==> src/rtl/ctlbank_pkg.sv <==
package ctlbank_pkg;
  localparam int DW       = 8;
  localparam int NREG     = 3;
  localparam int IDX_SYS  = 0;
  localparam int IDX_MON  = 1;
  localparam int IDX_CLK  = 2;
  localparam int NROUTE   = 6;
  localparam int RATE_W   = 3;
  localparam int RATE_MAX = 5;

  // clock register field positions (decoded by neighbours)
  localparam int CK_SYNC  = 3;
  localparam int CK_WSEL  = 4;
  localparam int CK_COAX  = 5;
  localparam int CK_IN12  = 6;
  localparam int CK_IN34  = 7;
  // system register input 1/2 source field
  localparam int SY_SRC_LO = 4;

  typedef enum logic [1:0] {
    EXT_NONE  = 2'd0,
    EXT_SPDIF = 2'd1,
    EXT_WC1   = 2'd2,
    EXT_WC256 = 2'd3
  } ext_clk_t;

  typedef logic [DW-1:0] creg_t;
endpackage

==> src/rtl/cb_sync.sv <==
module cb_sync #(
  parameter int           W    = 1,
  parameter logic [W-1:0] INIT = '0
) (
  input  logic         clk,
  input  logic         rst_n,
  input  logic [W-1:0] d,
  output logic [W-1:0] q
);
  logic [W-1:0] s1_q, s2_q;

  always_ff @(posedge clk or negedge rst_n) begin
    if (!rst_n) begin
      s1_q <= INIT;
      s2_q <= INIT;
    end else begin
      s1_q <= d;
      s2_q <= s1_q;
    end
  end

  assign q = s2_q;
endmodule

==> src/rtl/cb_strobe_edge.sv <==
module cb_strobe_edge #(
  parameter int N = 3
) (
  input  logic         clk,
  input  logic         rst_n,
  input  logic [N-1:0] stb_n,
  output logic [N-1:0] rise
);
  logic [N-1:0] stb_s;
  logic [N-1:0] prev_q;
  logic [N-1:0] prev_d;

  cb_sync #(.W(N), .INIT({N{1'b1}})) u_sync (
    .clk   (clk),
    .rst_n (rst_n),
    .d     (stb_n),
    .q     (stb_s)
  );

  always_comb prev_d = stb_s;

  always_ff @(posedge clk or negedge rst_n) begin
    if (!rst_n) prev_q <= {N{1'b1}};
    else        prev_q <= prev_d;
  end

  for (genvar i = 0; i < N; i++) begin : g_edge
    assign rise[i] = stb_s[i] & ~prev_q[i];
  end
endmodule

==> src/rtl/cb_regbank.sv <==
module cb_regbank
  import ctlbank_pkg::*;
#(
  parameter int N = NREG,
  parameter int W = DW
) (
  input  logic                clk,
  input  logic                rst_n,
  input  logic [N-1:0]        rise,
  input  logic                oe_s,
  input  logic                rw_s,
  input  logic [W-1:0]        data,
  output logic [N-1:0][W-1:0] regs
);
  logic [N-1:0][W-1:0] regs_q, regs_d;
  logic [N-1:0]        load_en;
  logic                wr_ok;

  assign wr_ok   = ~oe_s & ~rw_s;
  assign load_en = rise & {N{wr_ok}};

  always_comb begin
    regs_d = regs_q;
    for (int i = 0; i < N; i++) begin
      if (load_en[i]) regs_d[i] = data;
    end
  end

  always_ff @(posedge clk or negedge rst_n) begin
    if (!rst_n) regs_q <= '0;
    else        regs_q <= regs_d;
  end

  assign regs = regs_q;

  for (genvar i = 0; i < N; i++) begin : g_chk

    load_chk: assert property (@(posedge clk) disable iff (!rst_n)
      (rise[i] && !oe_s && !rw_s) |=> (regs_q[i] == $past(data)));

    oe_block_chk: assert property (@(posedge clk) disable iff (!rst_n)
      oe_s |=> $stable(regs_q[i]));

    rw_block_chk: assert property (@(posedge clk) disable iff (!rst_n)
      rw_s |=> $stable(regs_q[i]));

    no_strobe_chk: assert property (@(posedge clk) disable iff (!rst_n)
      !rise[i] |=> $stable(regs_q[i]));
  end
endmodule

==> src/rtl/cb_decode.sv <==
module cb_decode
  import ctlbank_pkg::*;
(
  input  logic              clk,
  input  logic              rst_n,
  input  creg_t             sys_r,
  input  creg_t             mon_r,
  input  creg_t             clk_r,
  output logic [NROUTE-1:0] route_en,
  output logic              src12_err,
  output logic              sync_ext,
  output logic [RATE_W-1:0] rate_code,
  output ext_clk_t          ext_type,
  output logic              clk_err,
  output logic              coax_i2s,
  output logic              in12_alt,
  output logic              in34_dig
);
  logic [RATE_W-1:0] rate_f;
  logic              wsel;
  logic [1:0]        src12;

  assign route_en  = mon_r[NROUTE-1:0];
  assign src12     = sys_r[SY_SRC_LO +: 2];
  assign src12_err = (src12 == 2'b10);

  assign sync_ext  = clk_r[CK_SYNC];
  assign wsel      = clk_r[CK_WSEL];
  assign rate_f    = clk_r[RATE_W-1:0];
  assign coax_i2s  = clk_r[CK_COAX];
  assign in12_alt  = clk_r[CK_IN12];
  assign in34_dig  = clk_r[CK_IN34];

  always_comb begin
    rate_code = '0;
    ext_type  = EXT_NONE;
    clk_err   = 1'b0;
    if (!sync_ext) begin
      if (rate_f <= RATE_W'(RATE_MAX)) rate_code = rate_f;
      else                             clk_err   = 1'b1;
    end else begin
      unique case ({wsel, rate_f})
        4'b0_000: ext_type = EXT_SPDIF;
        4'b0_010: ext_type = EXT_WC1;
        4'b1_010: ext_type = EXT_WC256;
        default:  clk_err  = 1'b1;
      endcase
    end
  end


  err_type_chk: assert property (@(posedge clk) disable iff (!rst_n)
    clk_err |-> (ext_type == EXT_NONE));

  int_type_chk: assert property (@(posedge clk) disable iff (!rst_n)
    !sync_ext |-> (ext_type == EXT_NONE));

  rate_range_chk: assert property (@(posedge clk) disable iff (!rst_n)
    (!sync_ext && !clk_err) |-> (rate_code <= RATE_W'(RATE_MAX)));

  ext_rate_chk: assert property (@(posedge clk) disable iff (!rst_n)
    sync_ext |-> (rate_code == '0));
endmodule

==> src/rtl/ext_ctl_regbank.sv <==
module ext_ctl_regbank
  import ctlbank_pkg::*;
(
  input  logic              clk,
  input  logic              rst_n,
  input  logic [DW-1:0]     bus_data,
  input  logic              oe_n,
  input  logic              rd_wr,
  input  logic [NREG-1:0]   stb_n,
  output logic [DW-1:0]     sys_reg,
  output logic [DW-1:0]     mon_reg,
  output logic [DW-1:0]     clk_reg,
  output logic [NROUTE-1:0] route_en,
  output logic              src12_err,
  output logic              sync_ext,
  output logic [RATE_W-1:0] rate_code,
  output logic [1:0]        ext_type,
  output logic              clk_err,
  output logic              coax_i2s,
  output logic              in12_alt,
  output logic              in34_dig
);
  logic                   rst_a_q, rst_b_q, rst_i;
  logic [NREG-1:0]        rise;
  logic [1:0]             ctl_s;
  logic [NREG-1:0][DW-1:0] regs;
  ext_clk_t               ext_e;

  // asynchronous assert, synchronous release
  always_ff @(posedge clk or negedge rst_n) begin
    if (!rst_n) begin
      rst_a_q <= 1'b0;
      rst_b_q <= 1'b0;
    end else begin
      rst_a_q <= 1'b1;
      rst_b_q <= rst_a_q;
    end
  end
  assign rst_i = rst_b_q;

  cb_strobe_edge #(.N(NREG)) u_edge (
    .clk   (clk),
    .rst_n (rst_i),
    .stb_n (stb_n),
    .rise  (rise)
  );

  // idle: output disabled, read direction
  cb_sync #(.W(2), .INIT(2'b11)) u_ctl_sync (
    .clk   (clk),
    .rst_n (rst_i),
    .d     ({oe_n, rd_wr}),
    .q     (ctl_s)
  );

  cb_regbank #(.N(NREG), .W(DW)) u_bank (
    .clk   (clk),
    .rst_n (rst_i),
    .rise  (rise),
    .oe_s  (ctl_s[1]),
    .rw_s  (ctl_s[0]),
    .data  (bus_data),
    .regs  (regs)
  );

  assign sys_reg = regs[IDX_SYS];
  assign mon_reg = regs[IDX_MON];
  assign clk_reg = regs[IDX_CLK];

  cb_decode u_dec (
    .clk       (clk),
    .rst_n     (rst_i),
    .sys_r     (regs[IDX_SYS]),
    .mon_r     (regs[IDX_MON]),
    .clk_r     (regs[IDX_CLK]),
    .route_en  (route_en),
    .src12_err (src12_err),
    .sync_ext  (sync_ext),
    .rate_code (rate_code),
    .ext_type  (ext_e),
    .clk_err   (clk_err),
    .coax_i2s  (coax_i2s),
    .in12_alt  (in12_alt),
    .in34_dig  (in34_dig)
  );

  assign ext_type = ext_e;
endmodule

==> config.mk <==
export PLATFORM = sky130hd
export DESIGN_NAME = ext_ctl_regbank
export DESIGN_NICKNAME = d
export VERILOG_FILES = /design/src/rtl/ctlbank_pkg.sv /design/src/rtl/cb_sync.sv /design/src/rtl/cb_strobe_edge.sv /design/src/rtl/cb_regbank.sv /design/src/rtl/cb_decode.sv /design/src/rtl/ext_ctl_regbank.sv
export SDC_FILE = /design/constraint.sdc
export NUM_CORES = 1
export LEC_CHECK = 0
export BUFFER_PORTS_ARGS = -buffer_cell sky130_fd_sc_hd__buf_2
export CAP_MARGIN = 20
export CORE_MARGIN = 4
export CORE_UTILIZATION = 51
export DETAILED_ROUTE_END_ITERATION = 12
export PLACE_DENSITY = 0.84
export SLEW_MARGIN = 25
export SYNTH_ARGS = -nofsm -noshare
export SYNTH_HDL_FRONTEND = slang
export SYNTH_HIERARCHICAL = 1
export SYNTH_SLANG_ARGS = --single-unit
==> constraint.sdc <==
create_clock -name clk -period 1.7 [get_ports clk]
set_input_delay 0.17 -clock clk [delete_from_list [all_inputs] [get_ports clk]]
set_output_delay 0.17 -clock clk [all_outputs]
set_load 0.02 [all_outputs]
==> flow_summary.toml <==
[routing]
drtIter0Drc = 24
ant_nets = 0
post-route-drc-count = 0
via_per_inst = 4.95
firstDrtPassIters = 4
vias = 936
wirelength_um = 2620
wire_per_inst_um = 13.9

[cts]
clk_latency_ns = 0.33
cts_tree = "done"
post_cts_resized = 0
clockBufferDepth = 2
cts_htree_levels = 2
cts_hold_buf = 6
cts_sinks = 39
root_buffer = "clkbuf_4"
clkTransAtPathRegs_ns = 0.11
numCtsBuffers = 5
postCtsSetupRepairBufs = 0

[die]
io_pins = 56
die_x_um = 62.6
dieArea_um2 = 3920
chipHeight_um = 62.6
num_rows = 19
start_util_pct = 54.3
coreArea_um2 = 2810

[cells_and_area]
final_common_cell = "buf_2"
nets = 172
nFillCells = 208
final_cell_mix = "55 x buf_2, 26 x dfrtp_1, 24 x mux2_2"
num_antenna_cells = 0
drive_above_1_share_pct = 69.6
fin_area_um2 = 1930
area_growth_pct = 27.0

[setup_path]
cp_data_arrival_time_ns = 1.81
slowest_stage = "dfstp_2"
critical_path_class = "reg -> reg"
crit_chain = "nor2b_4, nor3b_4, mux2_2"
critPathMaxFanout = 8
cp.required_ns = 1.91
critPathCaptureType = "flip-flop"
r2r_cells = 3
start_kind = "flip-flop"
critPathMaxStageDelay_ns = 0.55

[logic_synthesis]
yosysSeqAreaShare_pct = 65.2
synthesis.area_um2 = 1520
synth_area_leaders = "dfrtp_1 43%, dfstp_2 22%, mux2_2 18%"
yosys_warnings = 6
synth_area_leader_cell = "dfrtp_1"
synth-seq-cells = 39
synth_top_area_share_pct = 42.7
syn_avg_cell_area_um2 = 16.2
synth_cell_types = 16
mappedNetlistNets = 109
syn-instance-count = 94

[sta]
rsz0062_at_grt = "no"
fin_setup_tns_ns = 0
fin_crit_ns = 1.60
fin_crit_sh_pct = 93.9
fin_worst_skew_ns = 0.0101
finalHoldViolCount = 0
setup_viol = 0
drv_slew = 0
fmax_ghz = 0.626

[grt]
grt-ovfl-total = 0
gr-usage-all-layers_pct = 15.5
grt_start_max_net_pins = 32
antenna_found_initial = 0
grt_pass1_vias = 941
grt_pass1_wl_um = 4690

[min_path]
min_path_type = "in -> reg"
holdPathStages = 2

[power]
power_density_nw_per_um2 = 1300
peakVddDrop_uv = 712
power.leakage_uw = 0.000936

[place]
portBuffers = 55
place_congestion = 0.708
hpwl_um = 2090
place_area_um2 = 1800

[run]
drv_cap = 0

[run_status]
status = "finished clean"
-- per-stage QoR --
stage	instances	hold slack, ns	worst slack [ns]	util [%]	power, uW
floorplan	94	-0.126	0.258	-	1750
global placement	175	-0.0432	0.147	64.1	1940
CTS	189	0.0780	0.0711	69.0	2560
global route	189	0.0712	0.0373	69.0	2670
finish	189	0.0933	0.103	69.0	2520
detailed placement	175	-0.0428	0.100	64.1	1970
-- registers in the layout, summed over array words and instances (netlist names) --
register,count
rst_a_q,1
rst_b_q,1
u_bank/regs,24
u_ctl_sync/q,2
u_ctl_sync/s1_q,2
u_edge/prev_q,3
u_edge/u_sync/q,3
u_edge/u_sync/s1_q,3
-- logic make-up (layout without fill, tap and decap cells) --
kind of cell | after synthesis | count (layout) | share of synthesized area [%]
muxes | 24 | 24 | 17.7
and+or+nand+nor | 15 | 15 | 9.94
AOI/OAI and AO/OA | 3 | 3 | 1.15
buffers and inverters | 11 | 75 | 5.18
xor gates and xnor gates | 1 | 1 | 0.575
DFF | 39 | 39 | 65.2
other | 1 | 1 | 0.246
-- power breakdown --
part | internal, uW | total, uW | switching [uW]
logic | 301 | 745 | 444
clock network | 312 | 572 | 260
registers | 1080 | 1200 | 118
total | 1700 | 2520 | 822
-- synth_stat cells (all sizes together) --
| library cell | count |
|---|---|
| nor3 | 1 |
| inv | 1 |
| mux2 | 24 |
| dfrtp | 26 |
| conb | 1 |
| dfstp | 13 |
| nand2b | 3 |
| buf | 10 |
| nor3b | 4 |
| a21oi | 2 |
| nor2 | 3 |
| a211oi | 1 |
| xor2 | 1 |
| nor2b | 4 |
-- routing by layer --
layer | wire length (um) | share of wire (%) | vias up | track usage (%)
met5 | 0 | 0 | - | 0
met4 | 12 | 0.46 | 0 | 4.96
met3 | 216 | 8.2 | 2 | 6.83
met2 | 1420 | 54 | 40 | 26.5
met1 | 975 | 37 | 463 | 17.4
li1 | - | - | 431 | -
-- cell type report --
type	instances	area, um^2	share of cell area [%]
well taps	31	38.8	2.01
clock buffers	7	45.0	2.33
clock inverters	1	30.0	1.55
multi-input cells	44	452	23.4
flip-flops and latches	39	992	51.3
inverters	1	3.75	0.194
repair buffers	66	373	19.3
-- critical path, delay by kind of cell (launching register included) --
family        cells  cell delay (ns)
flops             1             0.55
simple gates      2             0.54
mux               1             0.39
-- path summary, 6_finish.rpt --
check / from / endpoint / slack (ns)
worst max register to register: u_edge/u_sync/q[1] / u_bank/regs[9] / 0.10
worst min register to register: rst_b_q / u_bank/regs[23] / 0.10
worst max-delay path: u_edge/u_sync/q[1] / u_bank/regs[9] / 0.10
worst min-delay path: bus_data[7] / u_bank/regs[15] / 0.09
max in group asynchronous: rst_b_q / u_edge/prev_q[0] / 0.89
min in group asynchronous: rst_b_q / u_bank/regs[23] / 0.10
No activity file was read; power rests on OpenSTA's default activity.
